## config.mk

```make
export PLATFORM = sky130hd
export DESIGN_NAME = polyvec_seq
export DESIGN_NICKNAME = d
export VERILOG_FILES = /design/src/rtl/polyvec_pkg.sv /design/src/rtl/polyvec_csr.sv /design/src/rtl/polyvec_sched.sv /design/src/rtl/polyvec_seq.sv
export SDC_FILE = /design/constraint.sdc
export NUM_CORES = 1
export LEC_CHECK = 0
export BUFFER_PORTS_ARGS = -buffer_cell sky130_fd_sc_hd__buf_4
export CORE_ASPECT_RATIO = 0.9
export CORE_MARGIN = 2
export CORE_UTILIZATION = 45
export DETAILED_ROUTE_END_ITERATION = 12
export PLACE_DENSITY = 0.76
export SKIP_LAST_GASP = 1
export SYNTH_ARGS = -nofsm -noshare
export SYNTH_HDL_FRONTEND = slang
export SYNTH_SLANG_ARGS = --single-unit
```

## constraint.sdc

```tcl
create_clock -name clk -period 2.2 [get_ports clk]
set_input_delay 0.33 -clock clk [delete_from_list [all_inputs] [get_ports clk]]
set_output_delay 0.33 -clock clk [all_outputs]
set_load 0.02 [all_outputs]
```

## src/rtl/polyvec_pkg.sv

```systemverilog
package polyvec_pkg;
  typedef enum logic [2:0] {
    PH_IDLE,
    PH_FWD,
    PH_MUL,
    PH_ADD,
    PH_INV
  } phase_e;
endpackage

```

## src/rtl/polyvec_csr.sv

```systemverilog
module polyvec_csr #(
  parameter int KMAX   = 4,
  parameter int ADDR_W = 5,
  parameter int CYC_W  = 32
) (
  input  logic              clk,
  input  logic              rst,
  input  logic              bus_we,
  input  logic              bus_re,
  input  logic [ADDR_W-1:0] bus_addr,
  input  logic [63:0]       bus_wdata,
  input  logic              busy,
  input  logic              done,
  output logic              go,
  output logic [1:0]        kcode,
  output logic [63:0]       bus_rdata
);
  localparam int RW = ADDR_W - 3;

  logic [RW-1:0]    reg_sel;
  logic             wr_start;
  logic             k_ok;
  logic             err_q;
  logic [1:0]       kcode_q;
  logic [CYC_W-1:0] cycles_q;
  logic             unused_bits;

  assign reg_sel  = bus_addr[ADDR_W-1:3];
  assign kcode    = bus_wdata[3:2];
  assign wr_start = bus_we && (reg_sel == '0) && bus_wdata[0];
  assign k_ok     = (32'(kcode) + 32'd2) <= 32'(KMAX);
  assign go       = wr_start && !busy && k_ok;
  assign unused_bits = ^{bus_addr[2:0], bus_wdata[63:4], bus_wdata[1]};

  always_ff @(posedge clk) begin
    if (rst) begin
      err_q    <= 1'b0;
      kcode_q  <= '0;
      cycles_q <= '0;
    end else begin
      if (go) begin
        err_q    <= 1'b0;
        kcode_q  <= kcode;
        cycles_q <= '0;
      end else begin
        if (wr_start) err_q <= 1'b1;
        if (busy) cycles_q <= cycles_q + 1'b1;
      end
    end
  end

  always_ff @(posedge clk) begin
    if (rst) begin
      bus_rdata <= '0;
    end else if (bus_re) begin
      case (reg_sel)
        RW'(0):  bus_rdata <= {60'd0, kcode_q, 2'b00};
        RW'(1):  bus_rdata <= {61'd0, err_q, done, busy};
        RW'(2):  bus_rdata <= 64'(cycles_q);
        default: bus_rdata <= '0;
      endcase
    end
  end

  p_busy_start_r10: assert property (@(posedge clk) disable iff (rst)
    (wr_start && busy) |=> err_q);
  p_bad_code_r11: assert property (@(posedge clk) disable iff (rst)
    (wr_start && !busy && !k_ok) |=> (err_q && !busy));
  p_cycle_step_r12: assert property (@(posedge clk) disable iff (rst)
    (busy && !go) |=> (cycles_q == $past(cycles_q) + 1'b1));
endmodule

```

## src/rtl/polyvec_sched.sv

```systemverilog
module polyvec_sched
  import polyvec_pkg::*;
#(
  parameter int KMAX   = 4,
  parameter int SLOT_W = 4
) (
  input  logic              clk,
  input  logic              rst,
  input  logic              go,
  input  logic [1:0]        kcode,
  input  logic              xf_done,
  input  logic              mac_done,
  output logic              busy,
  output logic              done,
  output logic              xf_start,
  output logic              xf_inv,
  output logic [SLOT_W-1:0] xf_src,
  output logic [SLOT_W-1:0] xf_dst,
  output logic              mac_start,
  output logic              mac_add,
  output logic [SLOT_W-1:0] mac_srca,
  output logic [SLOT_W-1:0] mac_srcb,
  output logic [SLOT_W-1:0] mac_dst
);
  localparam int KW = $clog2(KMAX + 1);
  localparam logic [SLOT_W-1:0] PROD_BASE = SLOT_W'(2 * KMAX);
  localparam logic [SLOT_W-1:0] SUM_SLOT  = SLOT_W'(3 * KMAX);

  phase_e        phase_q;
  logic [KW-1:0] k_q;
  logic [KW:0]   idx_q;
  logic [KW:0]   nidx;
  logic [KW:0]   last_fwd;
  logic [KW:0]   last_k;
  logic [KW-1:0] n_add_q;

  assign nidx     = idx_q + 1'b1;
  assign last_fwd = {k_q, 1'b0} - 1'b1;
  assign last_k   = {1'b0, k_q} - 1'b1;

  always_ff @(posedge clk) begin
    if (rst) begin
      phase_q   <= PH_IDLE;
      k_q       <= '0;
      idx_q     <= '0;
      busy      <= 1'b0;
      done      <= 1'b0;
      xf_start  <= 1'b0;
      xf_inv    <= 1'b0;
      xf_src    <= '0;
      xf_dst    <= '0;
      mac_start <= 1'b0;
      mac_add   <= 1'b0;
      mac_srca  <= '0;
      mac_srcb  <= '0;
      mac_dst   <= '0;
    end else begin
      xf_start  <= 1'b0;
      mac_start <= 1'b0;
      case (phase_q)
        PH_IDLE: if (go) begin
          k_q      <= KW'(kcode) + KW'(2);
          idx_q    <= '0;
          busy     <= 1'b1;
          done     <= 1'b0;
          phase_q  <= PH_FWD;
          xf_start <= 1'b1;
          xf_inv   <= 1'b0;
          xf_src   <= '0;
          xf_dst   <= '0;
        end
        PH_FWD: if (xf_done) begin
          if (idx_q == last_fwd) begin
            phase_q   <= PH_MUL;
            idx_q     <= '0;
            mac_start <= 1'b1;
            mac_add   <= 1'b0;
            mac_srca  <= '0;
            mac_srcb  <= SLOT_W'(1);
            mac_dst   <= PROD_BASE;
          end else begin
            idx_q    <= nidx;
            xf_start <= 1'b1;
            xf_src   <= SLOT_W'(nidx);
            xf_dst   <= SLOT_W'(nidx);
          end
        end
        PH_MUL: if (mac_done) begin
          mac_start <= 1'b1;
          if (idx_q == last_k) begin
            phase_q  <= PH_ADD;
            idx_q    <= (KW+1)'(1);
            mac_add  <= 1'b1;
            mac_srca <= PROD_BASE;
            mac_srcb <= PROD_BASE + 1'b1;
            mac_dst  <= SUM_SLOT;
          end else begin
            idx_q    <= nidx;
            mac_srca <= SLOT_W'({nidx, 1'b0});
            mac_srcb <= SLOT_W'({nidx, 1'b1});
            mac_dst  <= PROD_BASE + SLOT_W'(nidx);
          end
        end
        PH_ADD: if (mac_done) begin
          if (idx_q == last_k) begin
            phase_q  <= PH_INV;
            xf_start <= 1'b1;
            xf_inv   <= 1'b1;
            xf_src   <= SUM_SLOT;
            xf_dst   <= '0;
          end else begin
            idx_q     <= nidx;
            mac_start <= 1'b1;
            mac_srca  <= SUM_SLOT;
            mac_srcb  <= PROD_BASE + SLOT_W'(nidx);
            mac_dst   <= SUM_SLOT;
          end
        end
        PH_INV: if (xf_done) begin
          phase_q <= PH_IDLE;
          busy    <= 1'b0;
          done    <= 1'b1;
        end
        default: phase_q <= PH_IDLE;
      endcase
    end
  end

  always_ff @(posedge clk) begin
    if (rst || go) n_add_q <= '0;
    else if (mac_start && mac_add) n_add_q <= n_add_q + 1'b1;
  end

  p_excl_cmd_r8: assert property (@(posedge clk) disable iff (rst)
    !(xf_start && mac_start));
  p_single_cmd_r8: assert property (@(posedge clk) disable iff (rst)
    (xf_start || mac_start) |=> !(xf_start || mac_start));
  p_inv_after_adds_r7: assert property (@(posedge clk) disable iff (rst)
    (xf_start && xf_inv) |-> (n_add_q == k_q - 1'b1));
  p_finish_r9: assert property (@(posedge clk) disable iff (rst)
    $fell(busy) |-> done);
endmodule

```

## src/rtl/polyvec_seq.sv

```systemverilog
module polyvec_seq #(
  parameter int KMAX   = 4,
  parameter int ADDR_W = 5,
  parameter int CYC_W  = 32,
  parameter int SLOT_W = $clog2(3 * KMAX + 1)
) (
  input  logic              clk,
  input  logic              rst,
  input  logic              bus_we,
  input  logic              bus_re,
  input  logic [ADDR_W-1:0] bus_addr,
  input  logic [63:0]       bus_wdata,
  output logic [63:0]       bus_rdata,
  output logic              xf_start,
  output logic              xf_inv,
  output logic [SLOT_W-1:0] xf_src,
  output logic [SLOT_W-1:0] xf_dst,
  input  logic              xf_done,
  output logic              mac_start,
  output logic              mac_add,
  output logic [SLOT_W-1:0] mac_srca,
  output logic [SLOT_W-1:0] mac_srcb,
  output logic [SLOT_W-1:0] mac_dst,
  input  logic              mac_done
);
  logic       go;
  logic [1:0] kcode;
  logic       busy;
  logic       done;

  polyvec_csr #(.KMAX(KMAX), .ADDR_W(ADDR_W), .CYC_W(CYC_W)) u_csr (
    .clk(clk), .rst(rst), .bus_we(bus_we), .bus_re(bus_re),
    .bus_addr(bus_addr), .bus_wdata(bus_wdata), .busy(busy), .done(done),
    .go(go), .kcode(kcode), .bus_rdata(bus_rdata)
  );

  polyvec_sched #(.KMAX(KMAX), .SLOT_W(SLOT_W)) u_sched (
    .clk(clk), .rst(rst), .go(go), .kcode(kcode),
    .xf_done(xf_done), .mac_done(mac_done), .busy(busy), .done(done),
    .xf_start(xf_start), .xf_inv(xf_inv), .xf_src(xf_src), .xf_dst(xf_dst),
    .mac_start(mac_start), .mac_add(mac_add), .mac_srca(mac_srca),
    .mac_srcb(mac_srcb), .mac_dst(mac_dst)
  );

  p_done_expected_r8: assert property (@(posedge clk) disable iff (rst)
    (xf_done || mac_done) |-> busy);
endmodule

```

==> impl_results.md <==
* DRT iter0 DRCs at 287
* CP peak stage delay at 0.56 ns
* Setup CP Type: reg -> reg
* Final Skew at roughly 0.0064 ns
* Post-synth top flop: dfxtp_1
* WHS Path Cells at 3
* Vias per cell at between 5 and 6
* Max_cap viols at 0
* Mapped Area at around 4700 sq um
* Area of the core at 10200 sq um
* Hpwl dp at 7950 um
* Wire length per cell at around 15 um
* TritonCTS buffer count at 9
* Sequential cell area fraction in the yosys report at 0.425
* Layout cell share with drive strength beyond 1 at 0.216
* Worst-margin pin slew at 0.544 ns
* IO buf count at 65
* Cell with the most instances after synthesis: dfxtp_1
* Initial antenna violation count at 0
* Reg-to-reg endpoint: u_csr.cycles_q[28]$_SDFFE_PP0P_
* Synth top area share at 0.425
* Max layer used: met4
* Synth Warn # at 0
* CTS Root Buffer Type: clkbuf_16
* Final #Nets at 725
* Die W at around 110 um
* Routed Antenna Nets at 0
* Worst Reg2Reg Path Length in Cells at 5
* Metal3 WL at approximately 760 um
* First-pass GRT wire length at 18700 um
* Syn Area/Cell at roughly 8.4 sq um
* Fin. Hold Viols at 0
* Post-layout worst setup margin at about 0.077 ns
* Pre-CTS setup slack at 0.0365 ns
* CTS tree: yes
* Worst Hold End: u_sched.k_q[2]$_SDFFE_PP0P_
* Area Overhead vs Synth at 23.7%
* Ranking of synthesized cells by area: dfxtp_1 42%, nor2_1 6.8%, buf_4 5.6%
* Clk Latency, worst-skew pair at 0.34 ns
* Die Y at just over 100 um
* Adder-Cell Fraction of Synth Area at 0.00797
* Die area at between 10000 and 15000 sq um
* Worst rel slew slack at 0.637
* Peak supply drop at ~380 uV
* Vias in the first global route at 3919
* Critical Path RT at 2.48 ns
* Worst flop-to-flop path startpoint: u_csr.cycles_q[7]$_SDFFE_PP0P_
* Slew Limit Fails at 0
* Status: complete, no violations
* GRT Resource Usage Total at 0.203
* Clock transition at path regs at roughly 0.07 ns
* Worst-path maximum fanout at 4
* Count of state elements after synthesis at 100
* # diodes at 0
* Cell taking the most area after synthesis: dfxtp_1
* Total gr overflow at 0
* Worst-case clock buffer depth at 2
* Reg2reg setup slack at 0.08 ns
* Total power at around 0.0039 W
* Met2 wire len at 5160 um
* Final Cycle Share at 0.965
* Post-layout min period at approximately 2.1 ns
* Post-Syn Instances at between 500 and 600
* Number of synthesized flops with an enable pin at 0
* Crit. End Element: flop
* Most frequent CP cell: or4_4
* # IOs at approximately 160
* Ys async rst share at 0
* Crit-path slowest cell: or4_4
* Multiplexer share of the synthesized area at 0.0258
* Compound-Gate Fraction of Synth Area at 0.141
* XOR/XNOR Fraction of Synth Area at 0.0698
* Largest family of logic cells by synthesized area: simple AND/OR/NAND/NOR gates
* DRT met1 WL at about 5000 um
* WP data arrival at 2.40 ns
* Worst Hold Class: in -> reg
* Row Count at 35
* Via count at around 4200
* H-tree Lvls at 3
* DR DRC count at 0
* Largest net degree at the start of global routing at between 40 and 50
* CP cell instances: nand4_2 > or4_4 > or4_4 > or3_1 > a21oi_1
* Unique masters post-synth at between 50 and 60
* Leak at between 2 and 2.5 nW
* Drt total wl at between 10000 and 15000 um
* Worst hold path startpoint: bus_wdata[3]
* Setup violations, final at 0
* Routability cong. at 0.945
* Critical path launch point type: flop
* DR pass1 iterations at 5
* Simple-gate portion of the synthesized area at 0.239
* Top cells by count, synth: 100 x dfxtp_1, 85 x nor2_1, 45 x a21oi_1, 35 x buf_4, 33 x nor2b_1
* Fmax at 471 MHz
* Sink Count at 100
* Power per cell area at 668 nW/um^2
* Starting Density at 0.462
-- layer usage --
metal  GRT usage  vias up
met3      0.0349       32
met5           0        -
met4      0.0959        0
li1            -     2050
met1       0.272     1950
met2       0.322      189
-- report_power, final --
| group | internal (W) | switching (W) |
|---|---|---|
| combinational | 0.0000949 | 0.000215 |
| sequential | 0.00182 | 0.0000160 |
| clock | 0.00102 | 0.000731 |
-- metrics by stage --
stage	utilization	setup TNS, ns	area, sq um	hold slack [ns]	std cells
6_report	0.571	0	5830	0.275	781
4_1_cts	0.565	0	5770	0.268	778
3_5_place_dp	0.533	0	5440	0.452	762
5_1_grt	0.571	-0.0891	5830	0.280	781
3_3_place_gp	0.533	0	5440	0.447	762
2_1_floorplan	-	-0.112	4850	0.436	590
-- cell families after synthesis --
kind of cell / Yosys count
other: 1
and+or+nand+nor: 223
DFF: 100
muxes: 12
AOI/OAI and AO/OA: 104
adders and majority gates: 3
buffers and inverters: 79
xor gates and xnor gates: 36
-- worst max-delay path by stage --
stage | start | to | slack, ns | depth (start not counted)
global route | u_sched.k_q[0]$_SDFFE_PP0P_ | u_sched.idx_q[0]$_SDFFE_PP0P_ | -0.04 | 8
finish | u_csr.cycles_q[7]$_SDFFE_PP0P_ | u_csr.cycles_q[28]$_SDFFE_PP0P_ | 0.08 | 5
CTS | u_csr.cycles_q[8]$_SDFFE_PP0P_ | u_csr.cycles_q[28]$_SDFFE_PP0P_ | 0.04 | 5
floorplan | u_sched.k_q[0]$_SDFFE_PP0P_ | u_sched.xf_src[3]$_SDFFE_PP0P_ | -0.11 | 9
global placement | u_csr.cycles_q[8]$_SDFFE_PP0P_ | u_csr.cycles_q[28]$_SDFFE_PP0P_ | 0.06 | 5
detailed placement | u_csr.cycles_q[8]$_SDFFE_PP0P_ | u_csr.cycles_q[28]$_SDFFE_PP0P_ | 0.04 | 5
-- cells in the final DEF (no fill, tap or decap), drive strengths merged, types with 3 or more instances in the layout --
master and count:
a21oi 45, nand4 16, xor2 22, o21ai 13, dfxtp 100, buf 108
ha 3, nor2b 33, and3 3, a211oi 4, o211ai 6, mux2i 11
clkinv 3, nor2 85, xnor2 13, nor3 7, or3 5, clkbuf 9
inv 18, and4 4, conb 33, nand3 18, o32ai 6, nand2 30
o31ai 8, o21a 3, nor4 11
-- timing repair --
action / 4_1_cts / 5_1_grt
hold buffers: 0 / 0
setup endpoints to repair: 0 / 13
gates resized for setup: 0 / 9
buffers inserted: 0 / 3
-- critical path: cells and delay by family, from the launching register on --
kind	cells	cell delay, ns
AOI/OAI and AO/OA	1	0.13
DFF	1	0.37
and+or+nand+nor	4	1.55
-- area by class of cell --
| type | instances | area (sq um) |
|---|---|---|
| Clock buffer | 9 | 225 |
| Clock inverter | 7 | 105 |
| Fill cell | 885 | 4380 |
| Inverter | 17 | 63.8 |
| Multi-Input combinational cell | 411 | 2450 |
| Sequential cell | 100 | 2010 |
| Tap cell | 129 | 161 |
| Timing Repair Buffer | 108 | 811 |
-- sequential cells by signal, summed over array words and instances, names as in the netlist --
signal             count
u_sched.phase_q        3
u_sched.mac_srcb       4
u_sched.mac_srca       1
u_sched.k_q            3
u_sched.xf_start       1
u_csr.cycles_q        32
u_sched.idx_q          4
u_sched.done           1
u_sched.mac_start      1
u_csr.bus_rdata       32
u_sched.mac_dst        4
u_sched.xf_src         4
u_sched.xf_inv         1
u_csr.kcode_q          2
u_sched.busy           1
u_csr.err_q            1
u_sched.mac_add        1
u_sched.xf_dst         4
No activity file was read; power rests on OpenSTA's default activity.
